<file path="config.mk">
export PLATFORM = sky130hd
export DESIGN_NAME = synth_ctrl_i2c
export DESIGN_NICKNAME = d
export VERILOG_FILES = /design/src/rtl/synth_ctrl_pkg.sv /design/src/rtl/scl_sda_conditioner.sv /design/src/rtl/i2c_xfer_engine.sv /design/src/rtl/synth_ctrl_regs.sv /design/src/rtl/synth_ctrl_i2c.sv
export SDC_FILE = /design/constraint.sdc
export NUM_CORES = 1
export LEC_CHECK = 0
export BUFFER_PORTS_ARGS = -buffer_cell sky130_fd_sc_hd__buf_2
export CAP_MARGIN = 20
export CORE_MARGIN = 2
export CORE_UTILIZATION = 39
export CTS_CLUSTER_SIZE = 12
export DETAILED_ROUTE_END_ITERATION = 8
export GPL_ROUTABILITY_DRIVEN = 0
export SYNTH_ARGS = -nofsm -noshare
export SYNTH_HDL_FRONTEND = slang
export SYNTH_HIERARCHICAL = 1
export SYNTH_SLANG_ARGS = --single-unit
</file>
<file path="constraint.sdc">
create_clock -name clk -period 2.4 [get_ports clk]
set_input_delay 0.48 -clock clk [delete_from_list [all_inputs] [get_ports clk]]
set_output_delay 0.48 -clock clk [all_outputs]
set_load 0.03 [all_outputs]
</file>
<file path="src/rtl/synth_ctrl_pkg.sv">
// Shared widths, encodings and state type for the synthesizer control port.
// Assumes: field widths are fixed by the byte layout of the bus protocol.
package synth_ctrl_pkg;
    localparam int DIV_W    = 15;
    localparam int BYTE_W   = 8;
    localparam int DIV_HI_W = DIV_W - BYTE_W;
    localparam int REF_W    = 5;
    localparam int CP_W     = 2;
    localparam int TM_W     = 3;
    localparam int PWR_W    = 3;
    localparam int SEL_W    = 2;
    localparam int ADDR_W   = 7;
    localparam int CNT_W    = $clog2(BYTE_W);
    localparam logic [ADDR_W-SEL_W-1:0] ADDR_FIXED = 5'b11000;

    typedef enum logic [1:0] {
        CP_NORMAL = 2'b00,
        CP_SINK   = 2'b01,
        CP_SOURCE = 2'b10,
        CP_OFF    = 2'b11
    } cp_drive_t;

    typedef enum logic [1:0] {
        PORT_STATIC   = 2'b00,
        PORT_DIV_HALF = 2'b01,
        PORT_COMP     = 2'b10
    } port_src_t;

    typedef enum logic [2:0] {
        ST_IDLE, ST_ADDR, ST_ADDR_ACK, ST_WDATA, ST_WDATA_ACK,
        ST_RDATA, ST_RDATA_ACK, ST_IGNORE
    } xfer_state_t;
endpackage

</file>
<file path="src/rtl/scl_sda_conditioner.sv">
// Resynchronises SCL and SDA, rejects pulses shorter than FILT_LEN clocks,
// and produces one-cycle SCL edge, START and STOP strobes.
// Assumes: both lines idle high; clk is much faster than SCL.
module scl_sda_conditioner #(
    parameter int FILT_LEN = 3
) (
    input  logic clk,
    input  logic rst_n,
    input  logic scl_raw,
    input  logic sda_raw,
    output logic scl_flt,
    output logic sda_flt,
    output logic scl_rise,
    output logic scl_fall,
    output logic start_evt,
    output logic stop_evt
);
    localparam int RUN_W = $clog2(FILT_LEN + 1);
    localparam int LINES = 2;

    logic [LINES-1:0] raw;
    logic [LINES-1:0] flt;
    logic [LINES-1:0] flt_q;

    assign raw = {scl_raw, sda_raw};

    for (genvar g = 0; g < LINES; g++) begin : g_line
        logic [1:0]       sync_q;
        logic [RUN_W-1:0] run_cnt;
        logic             line_q;

        // two-flop resynchronisation of the raw line
        always_ff @(posedge clk) begin
            if (!rst_n) sync_q <= 2'b11;
            else        sync_q <= {sync_q[0], raw[g]};
        end

        // accept a new level only after FILT_LEN consecutive samples
        always_ff @(posedge clk) begin
            if (!rst_n) begin
                line_q  <= 1'b1;
                run_cnt <= '0;
            end else if (sync_q[1] == line_q) begin
                run_cnt <= '0;
            end else if (run_cnt == RUN_W'(FILT_LEN - 1)) begin
                line_q  <= sync_q[1];
                run_cnt <= '0;
            end else begin
                run_cnt <= run_cnt + 1'b1;
            end
        end

        assign flt[g] = line_q;
    end

    // previous filtered levels for edge detection
    always_ff @(posedge clk) begin
        if (!rst_n) flt_q <= '1;
        else        flt_q <= flt;
    end

    assign scl_flt   = flt[1];
    assign sda_flt   = flt[0];
    assign scl_rise  = flt[1] & ~flt_q[1];
    assign scl_fall  = ~flt[1] & flt_q[1];
    assign start_evt = flt[1] & flt_q[1] & flt_q[0] & ~flt[0];
    assign stop_evt  = flt[1] & flt_q[1] & ~flt_q[0] & flt[0];
endmodule

</file>
<file path="src/rtl/i2c_xfer_engine.sv">
// Bit and byte sequencer of the bus target: address match, acknowledge,
// write byte strobes, status byte shifting and controller-ack handling.
// Assumes: conditioned strobes from scl_sda_conditioner; sda_drive=1 pulls low.
module i2c_xfer_engine
    import synth_ctrl_pkg::*;
(
    input  logic                   clk,
    input  logic                   rst_n,
    input  logic                   sda_flt,
    input  logic                   scl_rise,
    input  logic                   scl_fall,
    input  logic                   start_evt,
    input  logic                   stop_evt,
    input  logic [SEL_W-1:0]       addr_sel,
    input  logic [BYTE_W-1:0]      status_byte,
    output logic                   sda_drive,
    output logic                   wr_stb,
    output logic [BYTE_W-1:0]      wr_byte,
    output logic                   read_close
);
    xfer_state_t       state;
    logic [CNT_W-1:0]  bit_cnt;
    logic              got_byte;
    logic [BYTE_W-1:0] rx_sh;
    logic [BYTE_W-1:0] tx_sh;
    logic              rw_bit;
    logic              rd_sel;
    logic              mack;
    logic              last_bit;
    logic [ADDR_W-1:0] my_addr;

    assign last_bit   = (bit_cnt == CNT_W'(BYTE_W - 1));
    assign my_addr    = {ADDR_FIXED, addr_sel};
    assign read_close = stop_evt & rd_sel;

    // transfer state, bit counting, shifting and SDA drive
    always_ff @(posedge clk) begin
        if (!rst_n) begin
            state     <= ST_IDLE;
            bit_cnt   <= '0;
            got_byte  <= 1'b0;
            rx_sh     <= '0;
            tx_sh     <= '0;
            rw_bit    <= 1'b0;
            rd_sel    <= 1'b0;
            mack      <= 1'b0;
            sda_drive <= 1'b0;
            wr_stb    <= 1'b0;
            wr_byte   <= '0;
        end else begin
            wr_stb <= 1'b0;
            if (start_evt) begin
                state     <= ST_ADDR;
                bit_cnt   <= '0;
                got_byte  <= 1'b0;
                sda_drive <= 1'b0;
                rd_sel    <= 1'b0;
            end else if (stop_evt) begin
                state     <= ST_IDLE;
                got_byte  <= 1'b0;
                sda_drive <= 1'b0;
                rd_sel    <= 1'b0;
            end else begin
                case (state)
                    ST_ADDR, ST_WDATA: begin
                        if (scl_rise) begin
                            rx_sh   <= {rx_sh[BYTE_W-2:0], sda_flt};
                            bit_cnt <= bit_cnt + 1'b1;
                            if (last_bit) begin
                                got_byte <= 1'b1;
                                if (state == ST_WDATA) begin
                                    wr_stb  <= 1'b1;
                                    wr_byte <= {rx_sh[BYTE_W-2:0], sda_flt};
                                end
                            end
                        end else if (scl_fall && got_byte) begin
                            got_byte <= 1'b0;
                            bit_cnt  <= '0;
                            if (state == ST_WDATA) begin
                                state     <= ST_WDATA_ACK;
                                sda_drive <= 1'b1;
                            end else if (rx_sh[BYTE_W-1:1] == my_addr) begin
                                state     <= ST_ADDR_ACK;
                                sda_drive <= 1'b1;
                                rw_bit    <= rx_sh[0];
                                rd_sel    <= rx_sh[0];
                            end else begin
                                state <= ST_IGNORE;
                            end
                        end
                    end
                    ST_ADDR_ACK: begin
                        if (scl_fall) begin
                            bit_cnt <= '0;
                            if (rw_bit) begin
                                state     <= ST_RDATA;
                                tx_sh     <= status_byte;
                                sda_drive <= ~status_byte[BYTE_W-1];
                            end else begin
                                state     <= ST_WDATA;
                                sda_drive <= 1'b0;
                            end
                        end
                    end
                    ST_WDATA_ACK: begin
                        if (scl_fall) begin
                            state     <= ST_WDATA;
                            sda_drive <= 1'b0;
                        end
                    end
                    ST_RDATA: begin
                        if (scl_rise) begin
                            bit_cnt <= bit_cnt + 1'b1;
                            if (last_bit) got_byte <= 1'b1;
                        end else if (scl_fall) begin
                            if (got_byte) begin
                                got_byte  <= 1'b0;
                                bit_cnt   <= '0;
                                sda_drive <= 1'b0;
                                state     <= ST_RDATA_ACK;
                            end else begin
                                tx_sh     <= {tx_sh[BYTE_W-2:0], 1'b0};
                                sda_drive <= ~tx_sh[BYTE_W-2];
                            end
                        end
                    end
                    ST_RDATA_ACK: begin
                        if (scl_rise) begin
                            mack <= ~sda_flt;
                        end else if (scl_fall) begin
                            if (mack) begin
                                state     <= ST_RDATA;
                                tx_sh     <= status_byte;
                                sda_drive <= ~status_byte[BYTE_W-1];
                            end else begin
                                state <= ST_IGNORE;
                            end
                        end
                    end
                    default: ;
                endcase
            end
        end
    end
endmodule

</file>
<file path="src/rtl/synth_ctrl_regs.sv">
// Control registers: byte-pair typing, staged divide-ratio commit, POR flag,
// and test-mode overrides of lock flag, charge pump and port source.
// Assumes: wr_stb pulses once per complete, acknowledged write data byte.
module synth_ctrl_regs
    import synth_ctrl_pkg::*;
(
    input  logic                 clk,
    input  logic                 rst_n,
    input  logic                 wr_stb,
    input  logic [BYTE_W-1:0]    wr_byte,
    input  logic                 xfer_begin,
    input  logic                 stop_evt,
    input  logic                 read_close,
    input  logic                 lock_in,
    output logic [DIV_W-1:0]     div_ratio,
    output logic [REF_W-1:0]     ref_code,
    output logic [CP_W-1:0]      cp_code,
    output logic [TM_W-1:0]      test_mode,
    output logic [PWR_W-1:0]     pwr_code,
    output logic                 refbuf_en,
    output logic                 port_bit,
    output logic [1:0]           cp_mode,
    output logic [1:0]           port_src,
    output logic [BYTE_W-1:0]    status_byte,
    output logic                 por_flag
);
    logic                pair_second;
    logic                pair_ctrl;
    logic                hi_pend;
    logic [DIV_HI_W-1:0] hi_stage;
    logic                fl_eff;

    // pair typing, staging and register loads
    always_ff @(posedge clk) begin
        if (!rst_n) begin
            pair_second <= 1'b0;
            pair_ctrl   <= 1'b0;
            hi_pend     <= 1'b0;
            hi_stage    <= '0;
            div_ratio   <= '0;
            ref_code    <= '0;
            cp_code     <= '0;
            test_mode   <= '0;
            pwr_code    <= '0;
            refbuf_en   <= 1'b1;
            port_bit    <= 1'b0;
        end else begin
            if (xfer_begin || stop_evt) pair_second <= 1'b0;
            if (stop_evt && hi_pend) begin
                div_ratio[DIV_W-1:BYTE_W] <= hi_stage;
                hi_pend <= 1'b0;
            end
            if (wr_stb) begin
                if (!pair_second) begin
                    pair_second <= 1'b1;
                    pair_ctrl   <= wr_byte[BYTE_W-1];
                    if (wr_byte[BYTE_W-1]) begin
                        cp_code  <= wr_byte[REF_W+CP_W-1:REF_W];
                        ref_code <= wr_byte[REF_W-1:0];
                    end else begin
                        hi_stage <= wr_byte[DIV_HI_W-1:0];
                        hi_pend  <= 1'b1;
                    end
                end else begin
                    pair_second <= 1'b0;
                    if (pair_ctrl) begin
                        {test_mode, pwr_code, refbuf_en, port_bit} <= wr_byte;
                    end else begin
                        div_ratio <= {hi_stage, wr_byte};
                        hi_pend   <= 1'b0;
                    end
                end
            end
        end
    end

    // power-on flag, cleared by the STOP that closes a read
    always_ff @(posedge clk) begin
        if (!rst_n)          por_flag <= 1'b1;
        else if (read_close) por_flag <= 1'b0;
    end

    // lock flag as reported, with test-mode forcing
    always_comb begin
        case (test_mode[1:0])
            2'b00:   fl_eff = lock_in;
            2'b11:   fl_eff = 1'b1;
            default: fl_eff = 1'b0;
        endcase
    end

    // port source selection from test mode
    always_comb begin
        if (test_mode == 3'b100)  port_src = PORT_DIV_HALF;
        else if (test_mode[2])    port_src = PORT_COMP;
        else                      port_src = PORT_STATIC;
    end

    assign cp_mode     = test_mode[1:0];
    assign status_byte = {por_flag, fl_eff, {(BYTE_W-2){1'b0}}};
endmodule

</file>
<file path="src/rtl/synth_ctrl_i2c.sv">
// Top of the synthesizer serial control port: line conditioning, transfer
// sequencing and register file. Assumes an external open-drain SDA pad.
module synth_ctrl_i2c
    import synth_ctrl_pkg::*;
#(
    parameter int FILT_LEN = 3
) (
    input  logic             clk,
    input  logic             rst_n,
    input  logic             scl_in,
    input  logic             sda_in,
    output logic             sda_oe,
    input  logic [SEL_W-1:0] addr_sel,
    input  logic             lock_in,
    output logic [DIV_W-1:0] div_ratio,
    output logic [REF_W-1:0] ref_code,
    output logic [CP_W-1:0]  cp_code,
    output logic [TM_W-1:0]  test_mode,
    output logic [PWR_W-1:0] pwr_code,
    output logic             refbuf_en,
    output logic             port_bit,
    output logic [1:0]       cp_mode,
    output logic [1:0]       port_src
);
    logic              scl_flt;
    logic              sda_flt;
    logic              scl_rise;
    logic              scl_fall;
    logic              start_evt;
    logic              stop_evt;
    logic              wr_stb;
    logic [BYTE_W-1:0] wr_byte;
    logic              read_close;
    logic [BYTE_W-1:0] status_byte;
    logic              por_flag;

    scl_sda_conditioner #(.FILT_LEN(FILT_LEN)) i_cond (
        .clk       (clk),
        .rst_n     (rst_n),
        .scl_raw   (scl_in),
        .sda_raw   (sda_in),
        .scl_flt   (scl_flt),
        .sda_flt   (sda_flt),
        .scl_rise  (scl_rise),
        .scl_fall  (scl_fall),
        .start_evt (start_evt),
        .stop_evt  (stop_evt)
    );

    i2c_xfer_engine i_eng (
        .clk         (clk),
        .rst_n       (rst_n),
        .sda_flt     (sda_flt),
        .scl_rise    (scl_rise),
        .scl_fall    (scl_fall),
        .start_evt   (start_evt),
        .stop_evt    (stop_evt),
        .addr_sel    (addr_sel),
        .status_byte (status_byte),
        .sda_drive   (sda_oe),
        .wr_stb      (wr_stb),
        .wr_byte     (wr_byte),
        .read_close  (read_close)
    );

    synth_ctrl_regs i_regs (
        .clk         (clk),
        .rst_n       (rst_n),
        .wr_stb      (wr_stb),
        .wr_byte     (wr_byte),
        .xfer_begin  (start_evt),
        .stop_evt    (stop_evt),
        .read_close  (read_close),
        .lock_in     (lock_in),
        .div_ratio   (div_ratio),
        .ref_code    (ref_code),
        .cp_code     (cp_code),
        .test_mode   (test_mode),
        .pwr_code    (pwr_code),
        .refbuf_en   (refbuf_en),
        .port_bit    (port_bit),
        .cp_mode     (cp_mode),
        .port_src    (port_src),
        .status_byte (status_byte),
        .por_flag    (por_flag)
    );
endmodule

</file>
==> impl_results.md <==
- Hold Vio Cnt, Final: 0
- I/O pins: 42
- Met2 usage in global routing: 23.27%
- Post-cts sizing count: 0
- Slowest-stage cell, CP: or3_1
- Crit path largest cell delay: approximately 530 ps
- Fin crit period: about 2000 ps
- Status: complete, no violations
- CTS tree: done
- Synth area leaders: dfxtp_1, mux2i_1, nor2b_1
- Antenna viol nets, final: 0
- Synth Flop Type: dfxtp_1
- RSZ-0062 raised after global routing: false
- Worst-Margin Slew: between 500 and 600 ps
- WS Path Type: reg2reg
- Post-CTS setup buffer count: 0
- Synth top area share: around 44%
- Largest net degree at the start of global routing: 96
- Peak VDD IR: between 300 and 400 µV
- Num rows: 37
- GRT overflow: 0
- Final Instance Area: about 4500 µm²
- Clock Latency Late Sink: between 300 and 400 ps
- Max_slew headroom: 61.67%
- Clock buffer count from CTS: 9
- Routed wire per std cell: 13.46 µm
- Final nets: approximately 470
- Met1 Use GR: roughly a fifth
- Die Span Y: around 110 µm
- Maxcap violations: 0
- DRT Pass-1 Iters: 4
- Final setup viols: 0
- Ys Warns: 6
- Drc violations: 0
- Diode count: 0
- Post-synthesis cell type count: between 60 and 70
- Critical path arrival: 2250 ps
- CP required: 2650 ps
- Vias per cell: approximately 5
- Share of the yosys chip area belonging to registers: ~44%
- Share of cells above drive strength 1: 16.63%
- Type of origin of the critical path: register
- Clock sinks: slightly below 90
- Sum of buffers and inverters on the critical path: 1
- Total die area: approximately 11000 µm²
- Clock transition at path regs: 90 ps
- CTS root buf: clkbuf_8
- DRT iter0 DRCs: roughly 150
- Critical Path Sink Type: register
- Hold Path Class: in2reg
- Cell Chain, Critical Path: nand2_1, nor3b_1, buf_4, or3b_1, or3_1, mux2i_1, nor2b_1
- FF+latch count, synth: slightly below 90
- Post-synth EDFFs: 0
- DPL Wire Length: approximately 5.4 mm
- H-tree levels: 3
- Synthesized cell area: around 4000 µm²
- Tot GR Track Use: between 10% and 20%
- Core area: between 10000 and 15000 µm²
- Total Wirelength: roughly 8.0 mm
- First-pass GRT wire length: 13.22 mm
- # hold bufs at CTS: 0
- Chip width: about 110 µm
- Synthesis-to-finish area growth: 12.23%
- Post-Place Cell Area: approximately 4300 µm²
- Grt met3 use: about 4.3%
- Max frequency: between 0.4 and 0.5 GHz
- Vias in the first global route: 2745
- Initial antenna violation count: 0
- Initial core utilization: 39.58%
- CP top delay family: simple AND/OR/NAND/NOR gates
- Slew Limit Fails: 0
- Max Clock Skew: about 9.8 ps
- IO Port Bufs: a little over 40
- Pleak: roughly 2 nW
- Power Dens Cells: a little under 600 nW/µm²
- Yosys top cell by area: dfxtp_1
- Syn Area/Cell: roughly 9.6 µm²
- Synth Instances: 420
- CTS Buffer Depth: 2
- CP Max Fanout: 8
- Post-synth ARST share: 0%
- Total Neg Setup Slack: 0 ps
- GRT busiest layer: met2
- Fin crit share: about 83%
- Routed via count: 2909
[logic make-up after synthesis]
logic type / Yosys count / share of synthesized area (%)
adders and majority gates: 6 / 1.862
muxes: 61 / 15.33
and+or+nand+nor: 163 / 22.44
xor gates and xnor gates: 4 / 0.8689
buffers and inverters: 46 / 6.455
other: 1 / 0.09302
DFF: 88 / 43.70
AOI/OAI and AO/OA: 51 / 9.250
[cell type report]
type / count / area [µm²]
Clock buffer: 10 / 137.6
Clock inverter: 6 / 90.09
Fill cell: 1012 / 5660
Inverter: 12 / 45.04
Multi-Input combinational cell: 291 / 2034
Sequential cell: 88 / 1762
Tap cell: 136 / 170.2
Timing Repair Buffer: 50 / 285.3
[metrics by stage]
step	instances	utilization, %	hold slack [ps]	worst slack [ps]	power [mW]
after floorplan	425	-	384.6	363.0	1.552
after global placement	577	42.19	389.1	449.4	1.560
after detailed placement	577	42.19	401.2	399.2	1.561
after CTS	593	44.42	273.9	380.2	2.724
after global routing	593	44.42	278.9	222.9	2.781
final	593	44.42	297.3	400.0	2.681
[final timing paths]
kind	cells after the start	to	start	slack [ps]
setup / recovery	7	i_eng/rx_sh[7]$_SDFFE_PN0P_	i_cond/scl_flt$_SDFFE_PN1P_	400
hold / removal	2	i_cond/g_line[1].sync_q[0]$_SDFF_PN1_	scl_in	300
setup reg to reg	7	i_eng/rx_sh[7]$_SDFFE_PN0P_	i_cond/scl_flt$_SDFFE_PN1P_	400
hold reg to reg	1	i_cond/g_line[1].sync_q[1]$_SDFF_PN1_	i_cond/g_line[1].sync_q[0]$_SDFF_PN1_	410
[power breakdown]
group	switching [mW]	total [mW]	internal, mW
Sequential	0.00177	1.46	1.46
Combinational	0.0329	0.0616	0.0287
Clock	0.535	1.15	0.620
Total	0.569	2.68	2.11
[placed cells by master (no fill, tap or decap), types with 10 or more instances in the layout]
cell | netlist | routed
mux2i_1 | 55 | 55
nor2b_1 | 43 | 43
dfxtp_1 | 88 | 88
inv_1 | 11 | 11
buf_2 | 7 | 41
nand2_1 | 55 | 55
clkbuf_8 | 0 | 10
a21oi_1 | 14 | 14
nand2b_1 | 10 | 10
[per-layer routing]
metal / vias up / wire length, µm
li1: 1476 / -
met1: 1360 / 3814
met2: 64 / 3626
met3: 9 / 432
met4: 0 / 109
met5: - / 0
[state kept, by name, indices dropped and copies added (netlist names), 4 cells and up]
register / count
i_cond/g_line.run_cnt: 4
i_regs/ref_code: 5
i_regs/hi_stage: 7
i_eng/tx_sh: 7
i_regs/div_ratio: 15
i_cond/g_line.sync_q: 4
i_eng/wr_byte: 8
i_eng/rx_sh: 8
[worst reg2reg max path, delay by kind of cell (launching register included)]
family        cells  cell delay [ps]
buf+inv           1              150
flops             1              360
mux               1              230
simple gates      5             1150
[synth_stat cells, types with 2 or more instances]
cell type and number:
o21ai_1 4, o211a_1 2, inv_1 11, dfxtp_1 88, nand3_1 6, nor3b_1 5
nand3b_1 4, nand2_1 55, or4b_1 2, or3_1 2, mux2i_1 55, nand2b_1 10
a21oi_1 14, and2_1 4, and3b_1 3, xnor2_1 4, buf_4 13, mux2_2 3
o21ai_0 4, mux2_1 3, buf_2 7, o221a_1 2, nor2_1 8, ha_1 6
clkbuf_1 9, nor2b_1 43, a21boi_0 8, and2b_1 2, buf_6 4, nor4b_1 5
nor3_1 3, or2b_1 2
Note: power is estimated with default switching activity, not from simulation.
